===== src/rtl/rtt_pkg.sv =====
package rtt_pkg;

   typedef enum logic [1:0] {
      RATE_DIV2   = 2'd0,
      RATE_DIV8   = 2'd1,
      RATE_DIV16  = 2'd2,
      RATE_DIV16X = 2'd3
   } rate_e;

   typedef struct packed {
      logic  halt;
      logic  latch_only;
      logic  pol;
      rate_e rate;
   } tmr_ctl_t;

   localparam tmr_ctl_t CTL_RESET = '{halt: 1'b1, latch_only: 1'b0, pol: 1'b0, rate: RATE_DIV2};

endpackage


===== src/rtl/rtt_prescaler.sv =====
module rtt_prescaler
   import rtt_pkg::*;
#(
   parameter int PRE_W = 4,
   parameter int LOG_A = 1,
   parameter int LOG_B = 3,
   parameter int LOG_C = 4
) (
   input  logic  clk,
   input  logic  rst_n,
   input  rate_e rate,
   output logic  tick
);

   localparam int NTAP = 3;
   localparam int TAP_LOG [NTAP] = '{LOG_A, LOG_B, LOG_C};

   if (LOG_A < 1 || LOG_B < LOG_A || LOG_C < LOG_B || LOG_C > PRE_W) begin : g_bad_cfg
      $error("rtt_prescaler: tap widths must rise and fit within PRE_W");
   end

   logic [PRE_W-1:0] pre_q;
   logic [NTAP-1:0]  tap;

   always_ff @(posedge clk) begin
      if (!rst_n) pre_q <= '0;
      else        pre_q <= pre_q + 1'b1;
   end

   for (genvar g = 0; g < NTAP; g++) begin : g_tap
      assign tap[g] = &pre_q[TAP_LOG[g]-1:0];
   end

   always_comb begin
      unique case (rate)
         RATE_DIV2: tick = tap[0];
         RATE_DIV8: tick = tap[1];
         default:   tick = tap[2];
      endcase
   end


   no_double_tick_chk: assert property (@(posedge clk) disable iff (!rst_n)
      tick |=> !tick);

endmodule


===== src/rtl/rtt_counter.sv =====
module rtt_counter #(
   parameter int CNT_W = 16
) (
   input  logic             clk,
   input  logic             rst_n,
   input  logic             tick,
   input  logic             halt,
   input  logic             wr,
   input  logic             latch_only,
   input  logic [CNT_W-1:0] wdata,
   output logic [CNT_W-1:0] cnt,
   output logic             direct,
   output logic             underflow
);

   localparam logic [CNT_W-1:0] ALL_ONES = '1;

   if (CNT_W < 2) begin : g_bad_w
      $error("rtt_counter: CNT_W must be at least 2");
   end

   logic [CNT_W-1:0] latch_q;
   logic [CNT_W-1:0] cnt_q;
   logic             step;

   always_comb begin
      direct    = wr & ~latch_only;
      step      = tick & ~halt & ~direct;
      underflow = step & (cnt_q == '0);
   end

   always_ff @(posedge clk) begin
      if (!rst_n)  latch_q <= ALL_ONES;
      else if (wr) latch_q <= wdata;
   end

   always_ff @(posedge clk) begin
      if (!rst_n)         cnt_q <= ALL_ONES;
      else if (direct)    cnt_q <= wdata;
      else if (underflow) cnt_q <= latch_q;
      else if (step)      cnt_q <= cnt_q - 1'b1;
   end

   assign cnt = cnt_q;


   direct_load_chk: assert property (@(posedge clk) disable iff (!rst_n)
      direct |=> cnt == $past(wdata));

   latch_only_keep_chk: assert property (@(posedge clk) disable iff (!rst_n)
      (wr && latch_only && !step) |=> $stable(cnt));

   halt_hold_chk: assert property (@(posedge clk) disable iff (!rst_n)
      (halt && !wr) |=> $stable(cnt));

   reload_chk: assert property (@(posedge clk) disable iff (!rst_n)
      underflow |=> cnt == $past(latch_q));

endmodule


===== src/rtl/rtt_pulse_irq.sv =====
module rtt_pulse_irq (
   input  logic clk,
   input  logic rst_n,
   input  logic underflow,
   input  logic direct,
   input  logic pol_cur,
   input  logic pol_next,
   input  logic irq_clr,
   output logic pulse,
   output logic irq
);

   logic pulse_q;
   logic irq_q;
   logic flip;

   assign flip = underflow ^ (pol_next ^ pol_cur);

   always_ff @(posedge clk) begin
      if (!rst_n)      pulse_q <= 1'b1;
      else if (direct) pulse_q <= ~pol_next;
      else if (flip)   pulse_q <= ~pulse_q;
   end

   always_ff @(posedge clk) begin
      if (!rst_n)         irq_q <= 1'b0;
      else if (underflow) irq_q <= 1'b1;
      else if (irq_clr)   irq_q <= 1'b0;
   end

   assign pulse = pulse_q;
   assign irq   = irq_q;


   irq_set_chk: assert property (@(posedge clk) disable iff (!rst_n)
      underflow |=> irq);

   uf_toggle_chk: assert property (@(posedge clk) disable iff (!rst_n)
      (underflow && !direct && pol_next == pol_cur) |=> pulse != $past(pulse));

   write_init_chk: assert property (@(posedge clk) disable iff (!rst_n)
      direct |=> pulse == !$past(pol_next));

   pol_flip_chk: assert property (@(posedge clk) disable iff (!rst_n)
      (!underflow && !direct && pol_next != pol_cur) |=> pulse != $past(pulse));

endmodule


===== src/rtl/reload_toggle_timer.sv =====
module reload_toggle_timer
   import rtt_pkg::*;
#(
   parameter int CNT_W = 16,
   parameter int PRE_W = 4,
   parameter int LOG_A = 1,
   parameter int LOG_B = 3,
   parameter int LOG_C = 4
) (
   input  logic             clk,
   input  logic             rst_n,
   input  logic             tmr_wr,
   input  logic [CNT_W-1:0] tmr_wdata,
   input  logic             ctl_wr,
   input  logic             ctl_halt,
   input  logic             ctl_latch_only,
   input  logic             ctl_pol,
   input  logic [1:0]       ctl_rate,
   input  logic             irq_clr,
   output logic [CNT_W-1:0] tmr_rdata,
   output logic             pulse_out,
   output logic             irq_flag
);

   tmr_ctl_t ctl_q;
   logic     pol_next;
   logic     tick;
   logic     direct;
   logic     underflow;

   always_ff @(posedge clk) begin
      if (!rst_n) ctl_q <= CTL_RESET;
      else if (ctl_wr) begin
         ctl_q.halt       <= ctl_halt;
         ctl_q.latch_only <= ctl_latch_only;
         ctl_q.pol        <= ctl_pol;
         ctl_q.rate       <= rate_e'(ctl_rate);
      end
   end

   assign pol_next = ctl_wr ? ctl_pol : ctl_q.pol;

   rtt_prescaler #(.PRE_W(PRE_W), .LOG_A(LOG_A), .LOG_B(LOG_B), .LOG_C(LOG_C)) u_pre (
      .clk  (clk),
      .rst_n(rst_n),
      .rate (ctl_q.rate),
      .tick (tick)
   );

   rtt_counter #(.CNT_W(CNT_W)) u_cnt (
      .clk       (clk),
      .rst_n     (rst_n),
      .tick      (tick),
      .halt      (ctl_q.halt),
      .wr        (tmr_wr),
      .latch_only(ctl_q.latch_only),
      .wdata     (tmr_wdata),
      .cnt       (tmr_rdata),
      .direct    (direct),
      .underflow (underflow)
   );

   rtt_pulse_irq u_out (
      .clk      (clk),
      .rst_n    (rst_n),
      .underflow(underflow),
      .direct   (direct),
      .pol_cur  (ctl_q.pol),
      .pol_next (pol_next),
      .irq_clr  (irq_clr),
      .pulse    (pulse_out),
      .irq      (irq_flag)
   );


   irq_clear_chk: assert property (@(posedge clk) disable iff (!rst_n)
      (irq_clr && !underflow) |=> !irq_flag);

endmodule


===== config.mk =====
export PLATFORM = sky130hd
export DESIGN_NAME = reload_toggle_timer
export DESIGN_NICKNAME = d
export VERILOG_FILES = /design/src/rtl/rtt_pkg.sv /design/src/rtl/rtt_prescaler.sv /design/src/rtl/rtt_counter.sv /design/src/rtl/rtt_pulse_irq.sv /design/src/rtl/reload_toggle_timer.sv
export SDC_FILE = /design/constraint.sdc
export NUM_CORES = 1
export LEC_CHECK = 0
export BUFFER_PORTS_ARGS = -buffer_cell sky130_fd_sc_hd__buf_2
export CORE_MARGIN = 2
export CORE_UTILIZATION = 43
export CTS_CLUSTER_SIZE = 20
export DETAILED_ROUTE_END_ITERATION = 8
export GPL_TIMING_DRIVEN = 0
export PLACE_DENSITY = 0.73
export SLEW_MARGIN = 15
export SYNTH_ARGS = -nofsm -noshare
export SYNTH_HDL_FRONTEND = slang
export SYNTH_SLANG_ARGS = --single-unit

===== constraint.sdc =====
create_clock -name clk -period 3.05 [get_ports clk]
set_input_delay 0.61 -clock clk [delete_from_list [all_inputs] [get_ports clk]]
set_output_delay 0.61 -clock clk [all_outputs]
set_load 0.02 [all_outputs]

==> run summary <==
The worst setup path is captured at a flop. The die extent in y is 76.1 um. The sequential area share after synthesis is 0.386, and the number of clock buffers inserted by TritonCTS is 5. The clock arrives with 0.00953 ns of skew. In this run the horizontal extent of the chip is 76.1 um. The run gives 0.0450 as the routing usage on met3.

The synthesized design spends more area on one cell type than any other, namely sky130_fd_sc_hd__dfxtp_1. The number of filler cells placed in the layout was 481. The residual overflow from global routing is 0. The layout cell share with drive strength beyond 1 is 0.198, and the total of max-cap violations is 0.

The number of cells on the worst hold path works out to 1. The run gives 0 as the number of buffers inserted to repair setup after CTS. For this design the top-level I/O count stands at 44. Overall routing resource usage: 0.193. Walking the worst path, the cells encountered are ha_1, ha_1, mux2i_1, o32ai_1, nor2_2, clkbuf_1, a21oi_1, o21ai_1.

For this run, the top clock speed supported by timing is 0.484 GHz. For the total detailed-routing wirelength, the log shows 5390 um. Across the VDD grid, the largest voltage drop is 0.000377 V. The initial core utilization was 0.443. Grouping stages by cell kind, the critical path spends the most delay in buffers and inverters. The fraction of the cycle the final worst path needs was 0.678. The post-synthesis average cell area was 8.15 um2; the placeable core area was 5040 um2. Initial antenna violation count: 0. TritonCTS built the clock tree. The number of DRC violations after detailed-routing iteration 0 was 150; the pin count of the biggest net entering global routing was 13. The worst setup path is of the flop to flop kind.

The total count of hold-check failures in the final report came out at 0. The fraction of synthesized cell area taken by the top area cell type is 0.386. The post-synthesis instance total is 274, and the count of buffers from port buffering is 42. The logs give 0.305 for the fraction of met2 tracks used by global routing and 0 for the number of gates resized after CTS. On the critical path, the stage with the largest delay is an instance of sky130_fd_sc_hd__clkbuf_1. After synthesis the netlist holds a flip-flop and latch count of 43. Of all nets on the critical path, the largest fanout is 10. Clock-pin slew was measured on the worst setup and hold paths at 0.08 ns.

The critical path crosses 8 cells after its start point. The delay of the slowest critical-path stage was 0.43 ns; the number of nets produced by synthesis was 304. The run finished with clean final reports. Power spread over the standard cell area amounts to 469 nW/um2. The final routed wire length divided by cell count works out to 13.7 um.

The utilization after layout came out at 0.519. The type of the worst min-delay path is flop to flop. The library cells used most frequently in the layout, excluding fill and tap cells, are 46 x sky130_fd_sc_hd__buf_2, 43 x sky130_fd_sc_hd__dfxtp_1, 32 x sky130_fd_sc_hd__o21ai_1. The met1 track utilization from global routing was 0.262; the total area of multi-input combinational cells was 1290 um2. The final HPWL from detailed placement is 4020 um, and the die footprint is 5780 um2. In this run the deepest clock path goes through 2 buffers. Counting every sink on the clock net gives 43. The final weighted congestion in routability-driven placement was 0.751; the worst-case reg-to-reg path depth was 8.

In the routed layout, each cell is associated on average with a via count of 5.24. The layer with the highest usage after global routing is met2. For the finished layout, the period the worst path requires is 2.07 ns. Leaving out fill and tap cells, the most frequent cell in the layout is sky130_fd_sc_hd__buf_2.

For this run, the detailed router's first-pass iteration total came to 4. The clock tree synthesis step divided the H-tree into 2 levels. The root buffer cell chosen for the clock tree is sky130_fd_sc_hd__clkbuf_8. For the number of global-route vias before repair, the log shows 1,892. The post-detailed-route DRC marker count is 0. The logs give 9120 um for the global-route wire length before repair and 0.30 ns for the insertion delay of the later-clocked pin in the worst-skew pair. For the count of pins over their slew limit, the log shows 0. The data arrival time of the worst path is 2.29 ns, and the cell row count is 26. For this run, the number of Yosys warnings is 0. Synthesis instantiated 38 different standard cells from the library. The data required time of the worst path is 3.28 ns. The tools report the relative slew slack as 0.621.

The final route contains 2,060 vias. Yosys attributes the largest share of cell area to sky130_fd_sc_hd__dfxtp_1 39%, sky130_fd_sc_hd__o21ai_1 7.2%, sky130_fd_sc_hd__nand2_1 5.2%. Summing all flip-flop and latch instances after layout gives 861 um2. The critical path buffer and inverter count was 1; the count of endpoints failing setup in the final report was 0. At the pin with the least slew margin, the transition time is 0.566 ns. After clock tree synthesis, the flow added hold-fix buffers numbering 0. The run gives 0 as the post-route antenna net violation count. The cell that appears most often on the critical path is sky130_fd_sc_hd__ha_1.

The final net count was 353; the area added between synthesis and finish was 17.3%. 0 antenna diodes ended up in the layout. The sort of element at the start of the critical path was a flop.

The mapped netlist covers 2230 um2. After routing, the total negative slack on setup checks comes to 0 ns. Setup repair after global routing left no endpoint under its margin. The analysis attributes to cell leakage a power of 1.04 nW.
## final timing paths
check | startpoint | endpoint | slack (ns)
worst min register to register | u_pre.pre_q[0] | u_pre.pre_q[0] | 0.48
worst max register to register | u_pre.pre_q[0] | u_cnt.cnt[11] | 0.98
worst max-delay path | u_pre.pre_q[0] | u_cnt.cnt[11] | 0.98
worst min-delay path | u_pre.pre_q[0] | u_pre.pre_q[0] | 0.48
## worst register-to-register path, cell delays in order, from the launching register on
cell and delay [ns]:
sky130_fd_sc_hd__dfxtp_1 0.34, sky130_fd_sc_hd__ha_1 0.22, sky130_fd_sc_hd__ha_1 0.18, sky130_fd_sc_hd__mux2i_1 0.18, sky130_fd_sc_hd__o32ai_1 0.14, sky130_fd_sc_hd__nor2_2 0.28, sky130_fd_sc_hd__clkbuf_1 0.43, sky130_fd_sc_hd__a21oi_1 0.15
sky130_fd_sc_hd__o21ai_1 0.10
## state kept, by name, indices dropped and copies added (netlist names)
name / cells
u_out.irq: 1
u_cnt.cnt: 16
u_out.pulse: 1
ctl_q: 5
u_pre.pre_q: 4
u_cnt.latch_q: 16
## cell type report
cell class,instances,share of cell area
Inverter,2,0.00287
Tap cell,70,0.0335
Sequential cell,43,0.329
Clock inverter,1,0.00191
Clock buffer,6,0.0315
Buffer,17,0.0263
Timing Repair Buffer,42,0.0803
Multi-Input combinational cell,212,0.495
## kinds of logic (layout without fill, tap and decap cells)
group                    Yosys count  after routing  synth area share
multiplexers                       6              6            0.0269
XOR/XNOR                          14             14            0.0549
buffers and inverters             19             68            0.0342
adder cells (fa/ha/maj)            4              4            0.0224
AND/OR/NAND/NOR                  113            113             0.298
AO/OA/AOI/OAI                     75             75             0.178
flip-flops                        43             43             0.386
## cell usage after synthesis, drive strengths merged
library cell  instances
nand2b               18
nand3                19
a2bb2oi               1
a211oi                1
nor4                  4
nor2                 14
o21ai                49
o21a                  1
xnor2                12
mux2i                 6
nor3                  5
o32a                  1
inv                   2
xor2                  2
nand3b                2
clkbuf               13
o31ai                 1
and2                  3
a21oi                19
ha                    4
nor2b                 7
nor4b                 1
nor3b                 1
o32ai                 1
nand4b                2
a21boi                1
nand4                 5
or2                   1
dfxtp                43
nand2                31
buf                   4
## where the power goes
| group | internal, mW | switching, mW | leakage, nW | total, mW |
|---|---|---|---|---|
| sequential | 0.604 | 0.0482 | 0.358 | 0.652 |
| clock | 0.178 | 0.187 | 0.0470 | 0.365 |
| combinational | 0.0882 | 0.122 | 0.635 | 0.211 |
## metal layers
metal,up-vias,part of all wire
met5,-,0
met2,58,0.45
met4,0,0.013
met3,7,0.057
met1,940,0.48
li1,1055,-
## stage by stage
stage	power (mW)	worst slack, ns	area [um2]	cells	hold slack, ns
global placement	0.866	1.05	2530	386	0.457
CTS	1.24	0.989	2620	393	0.487
floorplan	0.799	1.37	2230	274	0.436
global route	1.29	0.817	2620	393	0.510
finish	1.23	0.983	2620	393	0.481
detailed placement	0.874	1.00	2530	386	0.467
Note: power is estimated with default switching activity, not from simulation.
